`config.mk`:
```
export PLATFORM = sky130hd
export DESIGN_NAME = fps_supervisor
export DESIGN_NICKNAME = d
export VERILOG_FILES = /design/src/rtl/fps_pkg.sv /design/src/rtl/fps_thermal.sv /design/src/rtl/fps_ovc_latch.sv /design/src/rtl/fps_open_timer.sv /design/src/rtl/fps_supervisor.sv
export SDC_FILE = /design/constraint.sdc
export NUM_CORES = 1
export LEC_CHECK = 0
export ABC_AREA = 1
export ABC_CLOCK_PERIOD_IN_PS = 1500
export CAP_MARGIN = 10
export CORE_MARGIN = 5
export CORE_UTILIZATION = 52
export CTS_CLUSTER_SIZE = 40
export DETAILED_ROUTE_END_ITERATION = 6
export GPL_ROUTABILITY_DRIVEN = 0
export GPL_TIMING_DRIVEN = 0
export PLACE_DENSITY = 0.74
export SLEW_MARGIN = 20
export SYNTH_ARGS = -nofsm -noshare
export SYNTH_HDL_FRONTEND = slang
export SYNTH_SLANG_ARGS = --single-unit
```
`constraint.sdc`:
```
create_clock -name clk -period 1.5 [get_ports clk]
set_clock_uncertainty 0.2 [all_clocks]
set_input_delay 0.3 -clock clk [delete_from_list [all_inputs] [get_ports clk]]
set_output_delay 0.3 -clock clk [all_outputs]
set_load 0.05 [all_outputs]
```
`src/rtl/fps_pkg.sv`:
```
package fps_pkg;
  typedef struct packed {
    logic tw;
    logic tsd;
  } therm_flags_t;

  function automatic int unsigned cnt_width(input int unsigned limit);
    return (limit < 2) ? 1 : $clog2(limit + 1);
  endfunction
endpackage

```
`src/rtl/fps_thermal.sv`:
```
module fps_thermal
  import fps_pkg::*;
(
  input  logic         clk,
  input  logic         rst,
  input  logic         warn_i,
  input  logic         shut_i,
  input  logic         rd_i,
  output therm_flags_t nxt_o,
  output therm_flags_t q_o
);
  therm_flags_t q;

  always_comb begin
    nxt_o = q;
    if (warn_i)     nxt_o.tw = 1'b1;
    else if (rd_i)  nxt_o.tw = 1'b0;
    if (shut_i)                nxt_o.tsd = 1'b1;
    else if (rd_i && !warn_i)  nxt_o.tsd = 1'b0;
  end

  always_ff @(posedge clk) begin
    if (rst) q <= '0;
    else     q <= nxt_o;
  end

  assign q_o = q;
endmodule

```
`src/rtl/fps_ovc_latch.sv`:
```
module fps_ovc_latch #(
  parameter int unsigned NSW = 4
) (
  input  logic           clk,
  input  logic           rst,
  input  logic [NSW-1:0] trip_i,
  input  logic           clr_i,
  output logic [NSW-1:0] nxt_o,
  output logic [NSW-1:0] q_o
);
  for (genvar i = 0; i < NSW; i++) begin : g_bit
    logic q;
    assign nxt_o[i] = trip_i[i] | (q & ~clr_i);
    always_ff @(posedge clk) begin
      if (rst) q <= 1'b0;
      else     q <= nxt_o[i];
    end
    assign q_o[i] = q;
  end
endmodule

```
`src/rtl/fps_open_timer.sv`:
```
module fps_open_timer
  import fps_pkg::*;
#(
  parameter int unsigned LIMIT = 200
) (
  input  logic clk,
  input  logic rst,
  input  logic full_i,
  input  logic clr_i,
  output logic nxt_o,
  output logic q_o
);
  localparam int unsigned CW = cnt_width(LIMIT);
  localparam logic [CW-1:0] LIM = CW'(LIMIT);

  logic [CW-1:0] cnt;
  logic          q;
  logic          fire;

  assign fire  = full_i && (cnt == LIM);
  assign nxt_o = fire | (q & ~clr_i);

  always_ff @(posedge clk) begin
    if (rst) begin
      cnt <= '0;
      q   <= 1'b0;
    end else begin
      if (!full_i)        cnt <= '0;
      else if (cnt != LIM) cnt <= cnt + 1'b1;
      q <= nxt_o;
    end
  end

  assign q_o = q;
endmodule

```
`src/rtl/fps_supervisor.sv`:
```
module fps_supervisor
  import fps_pkg::*;
#(
  parameter int unsigned NSW        = 4,
  parameter int unsigned CLK_PER_MS = 100000,
  parameter int unsigned OPEN_MS    = 200
) (
  input  logic           clk,
  input  logic           rst,
  input  logic           temp_warn_i,
  input  logic           temp_shut_i,
  input  logic [NSW-1:0] ovc_x_i,
  input  logic [NSW-1:0] ovc_y_i,
  input  logic           full_x_i,
  input  logic           full_y_i,
  input  logic           stat_rd_i,
  input  logic           clr_ovc_i,
  input  logic           clr_open_i,
  input  logic           arm_i,
  output logic           tw_o,
  output logic           tsd_o,
  output logic [NSW-1:0] ovc_x_o,
  output logic [NSW-1:0] ovc_y_o,
  output logic           open_x_o,
  output logic           open_y_o,
  output logic           en_x_o,
  output logic           en_y_o
);
  localparam int unsigned LIMIT = CLK_PER_MS * OPEN_MS;

  therm_flags_t th_nxt, th_q;
  logic [NSW-1:0] ox_nxt, oy_nxt;
  logic [1:0] full_in, open_nxt, open_q;
  logic armed, armed_nxt;
  logic any_ovc_nxt;

  fps_thermal u_therm (
    .clk(clk), .rst(rst), .warn_i(temp_warn_i), .shut_i(temp_shut_i),
    .rd_i(stat_rd_i), .nxt_o(th_nxt), .q_o(th_q)
  );

  fps_ovc_latch #(.NSW(NSW)) u_ovc_x (
    .clk(clk), .rst(rst), .trip_i(ovc_x_i), .clr_i(clr_ovc_i),
    .nxt_o(ox_nxt), .q_o(ovc_x_o)
  );

  fps_ovc_latch #(.NSW(NSW)) u_ovc_y (
    .clk(clk), .rst(rst), .trip_i(ovc_y_i), .clr_i(clr_ovc_i),
    .nxt_o(oy_nxt), .q_o(ovc_y_o)
  );

  assign full_in = {full_y_i, full_x_i};

  for (genvar c = 0; c < 2; c++) begin : g_coil
    fps_open_timer #(.LIMIT(LIMIT)) u_timer (
      .clk(clk), .rst(rst), .full_i(full_in[c]), .clr_i(clr_open_i),
      .nxt_o(open_nxt[c]), .q_o(open_q[c])
    );
  end

  assign armed_nxt   = armed | arm_i;
  assign any_ovc_nxt = (|ox_nxt) | (|oy_nxt);

  always_ff @(posedge clk) begin
    if (rst) begin
      armed  <= 1'b0;
      en_x_o <= 1'b0;
      en_y_o <= 1'b0;
    end else begin
      armed  <= armed_nxt;
      en_x_o <= armed_nxt & ~th_nxt.tsd & ~any_ovc_nxt & ~open_nxt[0];
      en_y_o <= armed_nxt & ~th_nxt.tsd & ~any_ovc_nxt & ~open_nxt[1];
    end
  end

  assign tw_o     = th_q.tw;
  assign tsd_o    = th_q.tsd;
  assign open_x_o = open_q[0];
  assign open_y_o = open_q[1];
endmodule

```
==> results of run 1 <==
cell families (layout without fill, tap and decap cells):
group | after synthesis | in the layout | synth area share
AO/OA/AOI/OAI | 65 | 65 | 0.0966
XOR/XNOR | 2 | 2 | 0.00501
adder cells (fa/ha/maj) | 4 | 4 | 0.0143
buffers and inverters | 83 | 140 | 0.0995
flip-flops | 65 | 65 | 0.372
AND/OR/NAND/NOR | 334 | 334 | 0.412
power by group through the flow:
| stage | sequential [mW] | clock (mW) | combinational [mW] |
|---|---|---|---|
| final | 1.77 | 1.50 | 0.294 |
| after global routing | 1.77 | 1.60 | 0.318 |
| after CTS | 1.76 | 1.53 | 0.275 |
| after detailed placement | 1.81 | 0 | 0.274 |
| after global placement | 1.80 | 0 | 0.271 |
| after floorplan | 1.82 | 0 | 0.156 |
metal layers:
metal | vias to the layer above | track usage | share of wire
li1 | 1834 | - | -
met1 | 1589 | 0.266 | 0.47
met2 | 94 | 0.315 | 0.46
met3 | 9 | 0.0507 | 0.064
met4 | 0 | 0.0557 | 0.011
met5 | - | 0 | 0
what timing repair did:
action / in CTS / in global routing
pin swaps: 15 / 34
buffers inserted: 7 / 4
endpoints found under the setup margin: 49 / 42
gates resized for setup: 116 / 80
hold buffers: 0 / 0
area by class of cell:
cell class              count  area, sq um
fillers                   545         1980
clock inverters             3         40.0
plain buffers              12         86.3
multi-input cells         405         2120
clock buffers              12          155
inverters                  71          274
flip-flops and latches     65         1330
well taps                  77         96.3
repair buffers             42          372
critical path, cell delays in order, from the launching register on:
cell and delay (ns):
dfxtp_4 0.38, ha_4 0.14, nand2_2 0.06, nor2_4 0.24
nand3_4 0.14, nor2_4 0.14, nand2_1 0.06, nand2_1 0.05
nor2_1 0.04
worst min path at each step:
stage                                            from                                      to  slack [ns]  cells after the start
2_1_floorplan                                     rst        g_coil[0].u_timer.q_o$_SDFF_PP0_        0.17                      1
3_3_place_gp   g_coil[0].u_timer.cnt[24]$_SDFFE_PP0P_  g_coil[0].u_timer.cnt[24]$_SDFFE_PP0P_        0.25                      2
3_5_place_dp                         armed$_SDFF_PP0_                        armed$_SDFF_PP0_        0.26                      2
4_1_cts                                           rst           u_ovc_x.g_bit[3].q$_SDFF_PP0_        0.16                      2
5_1_grt                                           rst        g_coil[0].u_timer.q_o$_SDFF_PP0_        0.18                      2
6_report                                          rst           u_ovc_x.g_bit[3].q$_SDFF_PP0_        0.17                      2
flip-flops by register name (all words and copies together) (netlist names):
register / cells
u_therm.q_o: 2
en_y_o: 1
g_coil.u_timer.q_o: 2
armed: 1
en_x_o: 1
u_ovc_y.g_bit.q: 4
u_ovc_x.g_bit.q: 4
g_coil.u_timer.cnt: 50
layout by cell type (no fill, tap or decap), types with 6 or more instances in the layout:
cell / count
nand2_2: 7
nor2_1: 99
nand4_1: 12
dfxtp_2: 11
nand2_1: 140
a21oi_1: 34
o21ai_0: 12
nor2_2: 22
clkbuf_8: 11
buf_2: 6
buf_6: 8
nor2_4: 12
nand3_1: 19
buf_4: 21
dfxtp_1: 49
a21oi_2: 7
inv_2: 8
inv_1: 60
clkdlybuf4s50_1: 16
==> summary.md, run 1 <==
| Metric | Value |
|---|---|
| P per Cell Area | `795 mW/mm^2` |
| Clock transition at path regs | `~0.070 ns` |
| Tot GR Track Use | `0.198` |
| Post-DR vias/cell | `5.13` |
| Max-slew headroom | `0.710` |
| P_int | `about 2.7 mW` |
| Initial antenna violation count | `0` |
| Sequential Power Share | `0.496` |
| Hold slack | `~0.17 ns` |
| Reg2Reg Depth | `8` |
| Worst r2r src | `g_coil[1].u_timer.cnt[1]$_SDFFE_PP0P_` |
| Worst Setup EP | `g_coil[1].u_timer.cnt[16]$_SDFFE_PP0P_` |
| Comb power frac | `0.083` |
| Initial Util | `0.541` |
| Crit path kind | `reg2reg` |
| Height of the die | `92.0 um` |
| Tcrit/Tclk final | `1.05` |
| DR WL/cell | `12.3 um` |
| Antenna Diode Count | `0` |
| NetSw | `0.842 mW` |
| Non-Filler Instances | `687` |
| Drc violations | `0` |
| Root Buffer Master | `clkbuf_8` |
| Sequential area share after synthesis | `0.372` |
| Flop-to-flop setup slack | `-0.08 ns` |
| Peak supply drop | `~0.40 mV` |
| CP required | `1.54 ns` |
| Share of the synthesized area in the top cell type | `0.372` |
| Part of the power in the clock network | `0.421` |
| Final instance area | `between 0.004 and 0.005 sq mm` |
| Setup TNS | `-0.459 ns` |
| Post-synthesis cell count | `553` |
| Area Overhead vs Synth | `28.0%` |
| Number of port buffers | `31` |
| Top FF cell, synth | `dfxtp_1` |
| Pleak | `approximately 1.7 nW` |
| Dpl ws | `-0.609 ns` |
| Asr flop ratio synth | `0` |
| Core box area | `between 0.006 and 0.007 sq mm` |
| Post-route ant nets | `0` |
| Layout cell share with drive strength beyond 1 | `0.243` |
| Final core occ | `0.693` |
| FP Rows | `29` |
| Vias in the first global route | `3100` |
| Synthesized flop and latch total | `65` |
| Most frequent cell after synthesis | `nand2_1` |
| Die span in x | `92.0 um` |
| Leading cell types by count after synthesis | `nand2_1 (147), nor2_1 (125), inv_1 (69), dfxtp_1 (65), a21oi_1 (41)` |
| Worst skew pair latency | `between 0.3 and 0.4 ns` |
| # IOs | `32` |
| Avg Inst Size Synth | `6.32 sq um` |
| Arrival time at the worst endpoint | `1.61 ns` |
| RSZ-0062 raised after global routing | `true` |
| Number of flops mapped to enable cells by yosys | `0` |
| CP startpoint | `g_coil[1].u_timer.cnt[1]$_SDFFE_PP0P_` |
| Post-synth cell types | `24` |
| Setup violators final | `15` |
| Die Area | `0.00846 sq mm` |
| Final Hold Viols | `0` |
| Violated checks | `setup timing` |
| TritonCTS clock tree | `done` |
| Initial DRC count | `a little under 200` |
| Netlist Area Pre-Place | `approximately 0.0035 sq mm` |
| Via count | `3526` |
| Startpoint Class | `flop` |
| Reg-to-Reg End | `g_coil[1].u_timer.cnt[16]$_SDFFE_PP0P_` |
| First-pass GRT wire length | `13.7 mm` |
| Area leader, netlist | `dfxtp_1` |
| Worst setup EP type | `flop` |
| H-tree depth | `3` |
| PnR worst setup slack | `-0.0765 ns` |
| HPWL Detailed | `~6 mm` |
| CTS Sinks | `65` |
| Dpl cell area | `0.00391 sq mm` |
| Dominant cells by area after synthesis | `dfxtp_1 (37%), nand2_1 (16%), nor2_1 (13%), inv_1 (7.4%), a21oi_1 (5.9%)` |
| Grt ovf | `0` |
| Num CTS Buffers | `9` |
| Nets@finish | `628` |
| YS warnings | `0` |
| Syn_nets | `575` |
| Tightest Hold Check Type | `in2reg` |
| Status | `finished, violations left` |
| CP Max Fanout | `5` |
| Final min period | `1.58 ns` |
| Fmax | `634 MHz` |
| Max Cap Viol | `0` |
| Pre-antenna DRT Iters | `4` |
| Largest net degree at the start of global routing | `11` |
| Switching share of power | `0.237` |
| Drt total wl | `8.48 mm` |
| Slew Limit Fails | `0` |
| Least-Margin Pin Slew | `0.436 ns` |
| Clk buf depth | `2` |
| Placed cells | `661` |
| Design Power | `3.56 mW` |
Note: power is estimated with default switching activity, not from simulation.
==> inputs of run 2 (changes only) <==
--- a/config.mk
+++ b/config.mk
@@ -7,7 +7,6 @@
 export LEC_CHECK = 0
 export ABC_AREA = 1
 export ABC_CLOCK_PERIOD_IN_PS = 1500
-export CAP_MARGIN = 10
 export CORE_MARGIN = 5
 export CORE_UTILIZATION = 52
 export CTS_CLUSTER_SIZE = 40
==> constraint.sdc (replaced) <==
create_clock -name clk -period 1.5 [get_ports clk]
set_clock_uncertainty 0.2 [all_clocks]
set_input_delay 0.225 -clock clk [delete_from_list [all_inputs] [get_ports clk]]
set_output_delay 0.225 -clock clk [all_outputs]
set_load 0.05 [all_outputs]
==> run 2 against run 1 <==
Effect of this change:
- core utilization is 0.91 points lower
- design area decreased by 1.3%
- flip-flop and latch count unchanged
- the run ends with hold timing, setup timing left
- critical path depth stayed put
- combinational power down 5%
- routed wire length down 1.6%
==> summary.md, run 2 (same netlist as run 1, synthesis figures left out) <==
| Metric | Value |
|---|---|
| Status | `finished, violations left` |
| Violated checks | `hold timing, setup timing` |
| Area Overhead vs Synth | `26.3%` |
| Initial antenna violation count | `0 (unchanged)` |
| Initial Util | `0.541 (unchanged)` |
| Reg-to-Reg End | `g_coil[1].u_timer.cnt[22]$_SDFFE_PP0P_` |
| Initial DRC count | `173 (-11%)` |
| Fillers | `559 (+2.6%)` |
| Root Buffer Master | `clkbuf_8` |
| Antenna Diode Count | `0 (unchanged)` |
| Least-Margin Pin Slew | `0.450 ns (+0.0140 ns)` |
| Fmax | `633 MHz (-0.22%)` |
| Post-DR vias/cell | `5.12 (-0.34%)` |
| Hold slack | `-0.0234 ns (-0.196 ns)` |
| Design Power | `3.54 mW (-0.44%)` |
| Non-Filler Instances | `686 (-0.15%)` |
| Core box area | `0.00646 sq mm (unchanged)` |
| Top Registers | `g_coil.u_timer.cnt x50, u_ovc_x.g_bit.q x4, u_ovc_y.g_bit.q x4` |
| Tcrit/Tclk final | `1.05 (+0.00227)` |
| Crit path largest cell delay | `0.39 ns (about the same)` |
| Final instance area | `0.00442 sq mm (-1.3%)` |
| Arrival time at the worst endpoint | `1.62 ns (about the same)` |
| PnR worst setup slack | `-0.0799 ns (-0.00340 ns)` |
| FP Rows | `29 (unchanged)` |
| Hold path start | `rst` |
| Largest net degree at the start of global routing | `11 (unchanged)` |
| Placed cells | `661 (unchanged)` |
| Tot GR Track Use | `0.197 (-0.000859)` |
| Crit path kind | `reg2reg` |
| Number of port buffers | `31 (unchanged)` |
| Pleak | `1.68 nW (-1.9%)` |
| Flop-to-flop setup slack | `-0.08 ns (about the same)` |
| Commonest cells after routing, fill and taps aside | `nand2_1 (141), nor2_1 (97), inv_1 (57)` |
| H-tree depth | `3 (unchanged)` |
| Most common cell after layout, fill and taps aside | `nand2_1` |
| Max-slew headroom | `0.700 (-0.00935)` |
| Number of flip-flops in the largest register | `50 (unchanged)` |
| Hold Crit Depth | `2 (unchanged)` |
| Cell family with the largest share of critical-path delay | `simple AND/OR/NAND/NOR gates` |
| HPWL Detailed | `5.96 mm (unchanged)` |
| CTS Sinks | `65 (unchanged)` |
| Setup violators final | `9 (-6)` |
| Drt total wl | `8.34 mm (-1.6%)` |
| Nets@finish | `627 (-0.16%)` |
| Critical Path, Cell by Cell | `ha_4, nand2_2, nor2_4, nand2_2, nor2_4, nand4_1, nand2_1, nor2_1` |
| CP startpoint | `g_coil[1].u_timer.cnt[0]$_SDFFE_PP0P_` |
| Final min period | `1.58 ns (+0.00340 ns)` |
| Slew Limit Fails | `0 (unchanged)` |
| CP required | `1.54 ns (about the same)` |
| Tightest Hold Check Type | `in2reg` |
| Via count | `3509 (-0.48%)` |
| Height of the die | `92.0 um (unchanged)` |
| Biggest register | `g_coil.u_timer.cnt` |
| Worst skew pair latency | `0.35 ns (about the same)` |
| Dpl cell area | `0.00391 sq mm (unchanged)` |
| Worst r2r src | `g_coil[1].u_timer.cnt[0]$_SDFFE_PP0P_` |
| Pre-antenna DRT Iters | `5 (+1)` |
| P per Cell Area | `802 mW/mm^2 (+0.88%)` |
| Clk buf depth | `2 (unchanged)` |
| Post-route ant nets | `0 (unchanged)` |
| Layout cell share with drive strength beyond 1 | `0.232 (-0.0111)` |
| Final Hold Viols | `2 (+2)` |
| Worst setup EP type | `flop` |
| Startpoint Class | `flop` |
| Reg2Reg Depth | `8 (unchanged)` |
| Die span in x | `92.0 um (unchanged)` |
| CP Buf/Inv Count | `0 (unchanged)` |
| RSZ-0062 raised after global routing | `true` |
| Die Area | `0.00846 sq mm (unchanged)` |
| Crit-path slowest cell | `dfxtp_4` |
| Grt ovf | `0 (unchanged)` |
| Num CTS Buffers | `9 (unchanged)` |
| Peak supply drop | `0.399 mV (about the same)` |
| First-pass GRT wire length | `13.6 mm (-0.45%)` |
| Max Cap Viol | `0 (unchanged)` |
| WHS Endpoint | `u_ovc_x.g_bit[3].q$_SDFF_PP0_` |
| # IOs | `32 (unchanged)` |
| TritonCTS clock tree | `done` |
| Drc violations | `0 (unchanged)` |
| Clock transition at path regs | `0.07 ns (about the same)` |
| Dpl ws | `-0.534 ns (+0.0750 ns)` |
| DR WL/cell | `12.2 um (-1.5%)` |
| CP Max Fanout | `5 (unchanged)` |
| Final core occ | `0.684 (-0.00911)` |
| Vias in the first global route | `3088 (-0.39%)` |
[run 2: changes by cell type in the layout (fill, tap and decap cells not counted), moves of 2 or more]
| cell | before | now |
|---|---|---|
| a21oi_1 | 34 | 39 |
| buf_2 | 6 | 10 |
| inv_1 | 60 | 57 |
| o21ai_0 | 12 | 14 |
| buf_6 | 8 | 1 |
| nor2_1 | 99 | 97 |
| clkdlybuf4s15_2 | 0 | 2 |
| o21ai_2 | 4 | 1 |
| inv_2 | 8 | 11 |
| nor2_2 | 22 | 24 |
| a21oi_2 | 7 | 2 |
[run 2: report_power, final]
group	internal, mW	switching (mW)
registers	1.74	0.0198
clock network	0.844	0.655
logic	0.116	0.163
total	2.71	0.838
[run 2: layer usage]
metal / global-route usage / routed length (um) / vias up / part of all wire
met5: 0 / 0 / - / 0
met4: 0.0557 / 97 / 0 / 0.012
met3: 0.0516 / 477 / 10 / 0.057
met2: 0.313 / 3740 / 91 / 0.45
met1: 0.264 / 4020 / 1583 / 0.48
li1: - / - / 1825 / -
[run 2: worst max-delay path by stage]
stage	end	slack, ns	cells after the start
floorplan	g_coil[0].u_timer.cnt[22]$_SDFFE_PP0P_	0.004	8
global placement	g_coil[1].u_timer.cnt[14]$_SDFFE_PP0P_	-0.50	7
detailed placement	g_coil[1].u_timer.cnt[14]$_SDFFE_PP0P_	-0.53	7
CTS	g_coil[1].u_timer.cnt[20]$_SDFFE_PP0P_	-0.07	8
global route	g_coil[1].u_timer.cnt[22]$_SDFFE_PP0P_	-0.15	8
finish	g_coil[1].u_timer.cnt[22]$_SDFFE_PP0P_	-0.08	8
[run 2: final cells by class]
type	count	area (sq um)	area share
buffer	12	86.3	0.0195
clock inverter	3	40.0	0.00907
tap	77	96.3	0.0218
sequential	65	1330	0.302
multi-input combinational	405	2090	0.473
inverter	71	274	0.0620
clock buffer	12	155	0.0351
timing repair buffer	41	342	0.0773
[run 2: through the flow]
stage / TNS [ns] / hold slack [ns]
2_1_floorplan: 0 / 0.0941
3_3_place_gp: -14.49 / 0.255
3_5_place_dp: -15.53 / 0.262
4_1_cts: -0.271 / 0.245
5_1_grt: -2.10 / 0.00151
6_report: -0.301 / -0.0234
[run 2: what timing repair did]
item	CTS	global route
resized for setup	96	72
setup endpoints to repair	48	45
pin swaps	18	22
buffers inserted	6	4
hold buffers	0	0
[run 2: worst register-to-register path, stage by stage, from the launching register on]
cell and delay, ns:
dfxtp_4 0.39, ha_4 0.15, nand2_2 0.06, nor2_4 0.22, nand2_2 0.12, nor2_4 0.14
nand4_1 0.10, nand2_1 0.07, nor2_1 0.04
